===== config.mk =====
export PLATFORM = sky130hd
export DESIGN_NAME = ecc_err_regs
export DESIGN_NICKNAME = d
export VERILOG_FILES = /design/src/rtl/ecc_err_pkg.sv /design/src/rtl/ecc_capture_bank.sv /design/src/rtl/ecc_opt_ctl.sv /design/src/rtl/ecc_err_regs.sv
export SDC_FILE = /design/constraint.sdc
export NUM_CORES = 1
export LEC_CHECK = 0
export CAP_MARGIN = 40
export CELL_PAD_IN_SITES_DETAIL_PLACEMENT = 0
export CELL_PAD_IN_SITES_GLOBAL_PLACEMENT = 1
export CORE_MARGIN = 5
export CORE_UTILIZATION = 39
export DETAILED_ROUTE_END_ITERATION = 10
export PLACE_DENSITY_LB_ADDON = 0.25
export SYNTH_ARGS = -nofsm -noshare
export SYNTH_HDL_FRONTEND = slang
export SYNTH_SLANG_ARGS = --single-unit

===== constraint.sdc =====
create_clock -name clk -period 6.6 [get_ports clk]
set_clock_uncertainty 0.15 [all_clocks]
set_input_delay 1.65 -clock clk [delete_from_list [all_inputs] [get_ports clk]]
set_output_delay 1.65 -clock clk [all_outputs]
set_load 0.03 [all_outputs]

===== src/rtl/ecc_err_pkg.sv =====
package ecc_err_pkg;

    // Error classes, one capture bank each
    localparam int NUM_CLASS = 2;
    localparam int CLS_CORR  = 0;
    localparam int CLS_UNCOR = 1;

    // Status flags start here; class c uses bits FLAG_LSB+2c (first) and +1 (second)
    localparam int FLAG_LSB  = 3;
    localparam int NUM_FLAGS = 2 * NUM_CLASS;

    // Option register fields
    localparam int OPT_MODE_LSB = 0;
    localparam int OPT_ARM_BIT  = 8;
    localparam int OPT_PAT_LSB  = 16;

    // Byte offsets
    localparam int OFS_OPT     = 'h000;
    localparam int OFS_STAT    = 'h004;
    localparam int OFS_ACK     = 'h008;
    localparam int OFS_EN      = 'h00C;
    localparam int OFS_CAP0    = 'h010;
    localparam int CAP_STRIDE  = 'h010;
    localparam int CAP_ADDR    = 'h0;
    localparam int CAP_SYN     = 'h4;
    localparam int CAP_DLO     = 'h8;
    localparam int CAP_DHI     = 'hC;
    localparam int SYN_SHIFT   = 8;

    typedef enum logic [1:0] {
        MODE_NONE   = 2'd0,
        MODE_ON_LO  = 2'd1,
        MODE_OFF    = 2'd2,
        MODE_ON_HI  = 2'd3
    } ecc_mode_e;

    function automatic logic mode_active(input ecc_mode_e m);
        return (m == MODE_ON_LO) || (m == MODE_ON_HI);
    endfunction

endpackage


===== src/rtl/ecc_capture_bank.sv =====
module ecc_capture_bank #(
    parameter int ADDR_W = 32,
    parameter int SYN_W  = 8,
    parameter int DATA_W = 64
) (
    input  logic              clk,
    input  logic              rst_n,
    input  logic              ecc_on,
    input  logic              evt,
    input  logic [ADDR_W-1:0] evt_addr,
    input  logic [SYN_W-1:0]  evt_syn,
    input  logic [DATA_W-1:0] evt_data,
    input  logic              clr_first,
    input  logic              clr_second,
    output logic              first_o,
    output logic              second_o,
    output logic [ADDR_W-1:0] addr_o,
    output logic [SYN_W-1:0]  syn_o,
    output logic [DATA_W-1:0] data_o
);

    typedef struct packed {
        logic              first;
        logic              second;
        logic [ADDR_W-1:0] addr;
        logic [SYN_W-1:0]  syn;
        logic [DATA_W-1:0] data;
    } bank_t;

    bank_t bank_d, bank_q;
    logic  still_pending;

    always_comb begin
        bank_d        = bank_q;
        still_pending = bank_q.first && !clr_first;
        if (clr_first)  bank_d.first  = 1'b0;
        if (clr_second) bank_d.second = 1'b0;
        if (ecc_on && evt) begin
            if (still_pending) begin
                bank_d.second = 1'b1;
            end else begin
                bank_d.first = 1'b1;
                bank_d.addr  = evt_addr;
                bank_d.syn   = evt_syn;
                bank_d.data  = evt_data;
            end
        end
    end

    always_ff @(posedge clk) begin
        if (!rst_n) bank_q <= '0;
        else        bank_q <= bank_d;
    end

    assign first_o  = bank_q.first;
    assign second_o = bank_q.second;
    assign addr_o   = bank_q.addr;
    assign syn_o    = bank_q.syn;
    assign data_o   = bank_q.data;

    // a pending capture is never overwritten
    p_hold_capture_r5: assert property (@(posedge clk) disable iff (!rst_n)
        (first_o && !clr_first) |=> ($stable(addr_o) && $stable(syn_o) && $stable(data_o)))
        else $error("capture overwritten while pending");

    // a fresh event with ECC on raises the first flag
    p_capture_sets_flag_r3: assert property (@(posedge clk) disable iff (!rst_n)
        (ecc_on && evt && !first_o) |=> first_o)
        else $error("event not flagged");

    // with ECC off and no acknowledge, flags do not move
    p_mode_gate_r9: assert property (@(posedge clk) disable iff (!rst_n)
        (!ecc_on && !clr_first && !clr_second) |=> ($stable(first_o) && $stable(second_o)))
        else $error("flag changed while ECC off");

endmodule


===== src/rtl/ecc_opt_ctl.sv =====
module ecc_opt_ctl
    import ecc_err_pkg::*;
#(
    parameter int SYN_W = 8
) (
    input  logic             clk,
    input  logic             rst_n,
    input  logic             wr_en,
    input  logic [31:0]      wdata,
    input  logic             wr_issue,
    output ecc_mode_e        mode_o,
    output logic             arm_o,
    output logic [SYN_W-1:0] pat_o,
    output logic [SYN_W-1:0] chk_xor_o
);

    typedef struct packed {
        ecc_mode_e        mode;
        logic             arm;
        logic [SYN_W-1:0] pat;
    } opt_t;

    opt_t opt_d, opt_q;
    logic unused_wdata_bits;

    assign unused_wdata_bits = ^wdata;

    always_comb begin
        opt_d = opt_q;
        if (wr_en) begin
            opt_d.mode = ecc_mode_e'(wdata[OPT_MODE_LSB +: 2]);
            opt_d.arm  = wdata[OPT_ARM_BIT];
            opt_d.pat  = wdata[OPT_PAT_LSB +: SYN_W];
        end else if (wr_issue && opt_q.arm) begin
            opt_d.arm = 1'b0;
        end
    end

    always_ff @(posedge clk) begin
        if (!rst_n) opt_q <= '0;
        else        opt_q <= opt_d;
    end

    assign mode_o    = opt_q.mode;
    assign arm_o     = opt_q.arm;
    assign pat_o     = opt_q.pat;
    assign chk_xor_o = opt_q.arm ? opt_q.pat : '0;

    // one injected write per arming
    p_inject_once_r10: assert property (@(posedge clk) disable iff (!rst_n)
        (wr_issue && arm_o && !wr_en) |=> !arm_o)
        else $error("injection stayed armed after write");

    // arming only comes from software
    p_arm_from_sw_r10: assert property (@(posedge clk) disable iff (!rst_n)
        $rose(arm_o) |-> $past(wr_en))
        else $error("arm bit set without register write");

endmodule


===== src/rtl/ecc_err_regs.sv =====
module ecc_err_regs
    import ecc_err_pkg::*;
#(
    parameter int ADDR_W  = 32,
    parameter int SYN_W   = 8,
    parameter int DATA_W  = 64,
    parameter int PADDR_W = 12
) (
    input  logic               clk,
    input  logic               rst_n,
    input  logic               psel,
    input  logic               penable,
    input  logic               pwrite,
    input  logic [PADDR_W-1:0] paddr,
    input  logic [31:0]        pwdata,
    output logic [31:0]        prdata,
    input  logic               ce_evt,
    input  logic [ADDR_W-1:0]  ce_addr,
    input  logic [SYN_W-1:0]   ce_syn,
    input  logic [DATA_W-1:0]  ce_data,
    input  logic               ue_evt,
    input  logic [ADDR_W-1:0]  ue_addr,
    input  logic [SYN_W-1:0]   ue_syn,
    input  logic [DATA_W-1:0]  ue_data,
    input  logic               wr_issue,
    output logic [SYN_W-1:0]   chk_xor,
    output logic               irq
);

    localparam int HALF_W = DATA_W / 2;

    typedef struct packed {
        logic [NUM_FLAGS-1:0] en;
    } top_t;

    top_t top_d, top_q;

    logic                 acc_wr, opt_wr, ack_wr, en_wr;
    logic [NUM_FLAGS-1:0] clr_v;
    logic [NUM_FLAGS-1:0] flags;
    logic [NUM_CLASS-1:0] evt_v;
    logic [ADDR_W-1:0]    evt_addr [NUM_CLASS];
    logic [SYN_W-1:0]     evt_syn  [NUM_CLASS];
    logic [DATA_W-1:0]    evt_data [NUM_CLASS];
    logic [ADDR_W-1:0]    cap_addr [NUM_CLASS];
    logic [SYN_W-1:0]     cap_syn  [NUM_CLASS];
    logic [DATA_W-1:0]    cap_data [NUM_CLASS];
    ecc_mode_e            mode;
    logic                 arm;
    logic [SYN_W-1:0]     pat;
    logic                 ecc_on;

    // Register write decode (access phase)
    assign acc_wr = psel && penable && pwrite;
    assign opt_wr = acc_wr && (paddr == PADDR_W'(OFS_OPT));
    assign ack_wr = acc_wr && (paddr == PADDR_W'(OFS_ACK));
    assign en_wr  = acc_wr && (paddr == PADDR_W'(OFS_EN));
    assign clr_v  = ack_wr ? pwdata[FLAG_LSB +: NUM_FLAGS] : '0;

    always_comb begin
        top_d = top_q;
        if (en_wr) top_d.en = pwdata[FLAG_LSB +: NUM_FLAGS];
    end

    always_ff @(posedge clk) begin
        if (!rst_n) top_q <= '0;
        else        top_q <= top_d;
    end

    // Event routing into class-indexed arrays
    assign evt_v               = {ue_evt, ce_evt};
    assign evt_addr[CLS_CORR]  = ce_addr;
    assign evt_addr[CLS_UNCOR] = ue_addr;
    assign evt_syn[CLS_CORR]   = ce_syn;
    assign evt_syn[CLS_UNCOR]  = ue_syn;
    assign evt_data[CLS_CORR]  = ce_data;
    assign evt_data[CLS_UNCOR] = ue_data;

    ecc_opt_ctl #(.SYN_W(SYN_W)) u_opt (
        .clk       (clk),
        .rst_n     (rst_n),
        .wr_en     (opt_wr),
        .wdata     (pwdata),
        .wr_issue  (wr_issue),
        .mode_o    (mode),
        .arm_o     (arm),
        .pat_o     (pat),
        .chk_xor_o (chk_xor)
    );

    assign ecc_on = mode_active(mode);

    for (genvar c = 0; c < NUM_CLASS; c++) begin : g_bank
        ecc_capture_bank #(
            .ADDR_W (ADDR_W),
            .SYN_W  (SYN_W),
            .DATA_W (DATA_W)
        ) u_bank (
            .clk        (clk),
            .rst_n      (rst_n),
            .ecc_on     (ecc_on),
            .evt        (evt_v[c]),
            .evt_addr   (evt_addr[c]),
            .evt_syn    (evt_syn[c]),
            .evt_data   (evt_data[c]),
            .clr_first  (clr_v[2*c]),
            .clr_second (clr_v[2*c+1]),
            .first_o    (flags[2*c]),
            .second_o   (flags[2*c+1]),
            .addr_o     (cap_addr[c]),
            .syn_o      (cap_syn[c]),
            .data_o     (cap_data[c])
        );
    end

    assign irq = |(flags & top_q.en);

    // Read mux
    always_comb begin
        prdata = '0;
        if (psel && !pwrite) begin
            if (paddr == PADDR_W'(OFS_OPT)) begin
                prdata[OPT_MODE_LSB +: 2]    = mode;
                prdata[OPT_ARM_BIT]          = arm;
                prdata[OPT_PAT_LSB +: SYN_W] = pat;
            end else if (paddr == PADDR_W'(OFS_STAT)) begin
                prdata[FLAG_LSB +: NUM_FLAGS] = flags;
            end else if (paddr == PADDR_W'(OFS_EN)) begin
                prdata[FLAG_LSB +: NUM_FLAGS] = top_q.en;
            end
            for (int c = 0; c < NUM_CLASS; c++) begin
                if (paddr == PADDR_W'(OFS_CAP0 + c*CAP_STRIDE + CAP_ADDR))
                    prdata = 32'(cap_addr[c]);
                if (paddr == PADDR_W'(OFS_CAP0 + c*CAP_STRIDE + CAP_SYN))
                    prdata = 32'(cap_syn[c]) << SYN_SHIFT;
                if (paddr == PADDR_W'(OFS_CAP0 + c*CAP_STRIDE + CAP_DLO))
                    prdata = 32'(cap_data[c][HALF_W-1:0]);
                if (paddr == PADDR_W'(OFS_CAP0 + c*CAP_STRIDE + CAP_DHI))
                    prdata = 32'(cap_data[c][DATA_W-1:HALF_W]);
            end
        end
    end

    // acknowledging every enabled pending bit, with no new event, drops irq
    p_ack_drops_irq_r7: assert property (@(posedge clk) disable iff (!rst_n)
        (ack_wr && !ce_evt && !ue_evt &&
         ((flags & ~pwdata[FLAG_LSB +: NUM_FLAGS] & top_q.en) == '0)) |=> !irq)
        else $error("irq still high after full acknowledge");

    // writes elsewhere leave the enable mask alone
    p_en_only_by_write_r11: assert property (@(posedge clk) disable iff (!rst_n)
        !en_wr |=> ($stable(top_q.en)))
        else $error("enable mask changed without its write");

endmodule


==> flow_summary_export.csv <==
group,metric,value,unit
clocking,htree_levels,1,
timing,min_period,6.24,ns
power_and_ir_drop,leakagePower,7.17,nW
job,max-cap-violations,0,
power_and_ir_drop,combPwrFrac,0.103,
detailed_routing,vias,10700,
setup_path,reg2reg_from,"u_opt.mode_o[0]",
floorplan,die_h,183,um
logic_synthesis,synth_warnings,0,
floorplan,dieArea,33500,um2
place,numPlacedInstances,1992,
timing,fin_crit_sh,0.946,
logic_synthesis,synth-edff-count,0,
logic_synthesis,ys_seq_elements,227,
logic_synthesis,synth_seq_area_share,0.389,
clocking,clk_pin_slew,0.06,ns
clocking,hold_buffers,0,
grt,grt_max_degree,166,
power_and_ir_drop,seqPwrFrac,0.436,
place,io_buffer_count,283,
place,gp_congestion,0.911,
clocking,numCtsBuffers,26,
timing,rsz0062_at_grt,"no",
status,outcome,"finished, final reports clean",
setup_path,rrSetupSlack,4.43,ns
setup_path,critical_path_arrival,4.44,ns
logic_synthesis,syn_inst,1401,
logic_synthesis,syn-cell-area,11700,um2
clocking,cts_tree,"done",
layout,drive_gt1_frac,0.0831,
setup_path,critPathKind,"in -> out",
grt,track_usage,0.236,
timing,fmax,160,MHz
logic_synthesis,yosysUniqueCellTypes,57,
layout,most-common-layout-cells,"nand2_1, mux2i_1, clkdlybuf4s50_1",
grt,grt_pass1_vias,10600,
detailed_routing,routedWlPerCell,20.4,um
layout,layout.nets,1890,
detailed_routing,ant_nets,0,
floorplan,core,29600,um2
setup_path,crit_fanout,32,
logic_synthesis,synthFlopType,"dfxtp_1",
grt,antenna_found_initial,6,
detailed_routing,wl_met2,19900,um
floorplan,die_width,183,um
power_and_ir_drop,peakVddDrop,0.146,mV
place,hpwl,31200,um
clocking,cts.path.max_buffers,3,
detailed_routing,dr.pass1.iters,6,
clocking,cts.sinks,227,
clocking,cts_resized,0,
detailed_routing,top_layer,"met5",
layout,n_fill_cell,2856,
power_and_ir_drop,swShare,0.234,
hold_path,worstHoldPathType,"reg -> reg",
clocking,root_buffer,"clkbuf_16",
detailed_routing,routed_wl,41700,um
layout,final_common_cell,"nand2_1",
timing,drv_slew,0,
setup_path,worstPathRequired,4.80,ns
setup_path,critPathLaunchType,"primary input",
timing,hold_viol_final,0,
detailed_routing,wl_met3,3000,um
timing,hold-worst-slack,0.303,ns
layout,finalNonFillerCells,2042,
clocking,clkLatencyLatePin,0.52,ns
logic_synthesis,async_flop_share,0,
logic_synthesis,syn-num-nets,1661,
layout,area_growth,34.5,%
logic_synthesis,syn_area_per_cell,8.33,um2
detailed_routing,via_per_inst,5.23,
hold_path,hp-start,"g_bank[1].u_bank.addr_o[14]",
power_and_ir_drop,p_clk_frac,0.461,
clocking,post-cts-setup-buffer-count,0,
floorplan,num_rows,63,
detailed_routing,drt-met1-wl,17400,um
timing,setup_viol,0,
timing,setup_tns,0,ns
floorplan,io-pin-count,301,
grt,gr-total-overflow,0,
timing,slew_headroom,0.373,
power_and_ir_drop,p_sw,0.000736,W
floorplan,start_util,0.395,
detailed_routing,drt_iter0_drc,848,
setup_path,crit_start,"paddr[4]",
detailed_routing,drcViolationCount,0,
grt,grt_pass1_wl,61900,um
power_and_ir_drop,powerDensity,200,nW/um2
setup_path,end_kind,"primary output",
power_and_ir_drop,power.internal,0.00240,W
timing,worst_pin_slew,0.940,ns
synthesized netlist by cell type (7+ instances only):
master	number	area, um2
a21oi_1	21	105
o22ai_1	10	62.6
buf_2	35	175
o221ai_1	9	78.8
clkbuf_1	72	270
o211ai_1	11	82.6
a211oi_1	13	97.6
a221oi_1	13	114
nor2_1	41	154
a21boi_0	20	150
buf_6	8	90.1
a222oi_1	7	70.1
and2_1	10	62.6
nor2b_1	17	106
o21ai_0	45	225
nand2b_1	7	43.8
o2bb2ai_1	7	61.3
nand2_1	462	1730
nand3_1	22	110
dfxtp_1	227	4540
mux2i_1	262	2620
state kept, by name, indices dropped and copies added (netlist names):
register,cells
u_opt.arm_o,1
u_opt.pat_o,8
u_opt.mode_o,2
g_bank.u_bank.data_o,128
top_q,4
g_bank.u_bank.first_o,2
g_bank.u_bank.addr_o,64
g_bank.u_bank.syn_o,16
g_bank.u_bank.second_o,2
worst max-delay path: stages:
cell             delay, ns
clkdlybuf4s50_1       0.52
buf_4                 0.22
nor4b_4               0.55
and3_1                0.27
buf_4                 0.36
o221ai_1              0.20
a221oi_1              0.41
buf_4                 0.24
final timing paths:
path                                      end  cells after the start
setup / recovery                   prdata[16]                      8
hold / removal    g_bank[1].u_bank.addr_o[14]                      2
setup reg to reg   g_bank[1].u_bank.addr_o[2]                      5
hold reg to reg   g_bank[1].u_bank.addr_o[14]                      2
stage by stage:
step	setup WS, ns	total power, W	utilization	area (um2)
3_3_place_gp	0.405	0.00172	0.500	14800
6_report	0.359	0.00314	0.531	15700
3_5_place_dp	0.430	0.00172	0.501	14800
2_1_floorplan	1.11	0.00153	-	11700
4_1_cts	0.405	0.00317	0.531	15700
5_1_grt	0.263	0.00325	0.531	15700
routing by layer:
metal / vias to the layer above / track usage
li1: 5274 / -
met2: 331 / 0.396
met5: - / 0
met4: 4 / 0.0766
met1: 5009 / 0.302
met3: 70 / 0.0537
power by group through the flow:
stage	sequential [W]	combinational, W	clock, W
6_report	0.00137	0.000322	0.00145
5_1_grt	0.00137	0.000347	0.00153
4_1_cts	0.00137	0.000324	0.00147
3_5_place_dp	0.00140	0.000322	0
3_3_place_gp	0.00140	0.000322	0
2_1_floorplan	0.00140	0.000125	0
final cells by class:
cell class	instances	area, um2	share of cell area
antenna	3	7.51	0.000478
sequential	227	4540	0.290
tap	390	488	0.0311
timing repair buffer	323	3210	0.204
clock buffer	38	787	0.0502
multi-input combinational	1047	6560	0.418
inverter	5	18.8	0.00120
clock inverter	9	73.8	0.00470
kinds of logic (layout without fill, tap and decap cells):
family          count (synthesis)  in the layout  synth area share
simple gates                  585            585             0.210
mux                           265            265             0.228
buf+inv                       127            375            0.0501
compound gates                197            197             0.122
other cells                     0              3                 0
flops                         227            227             0.389
(Power assumes the default switching activity.)
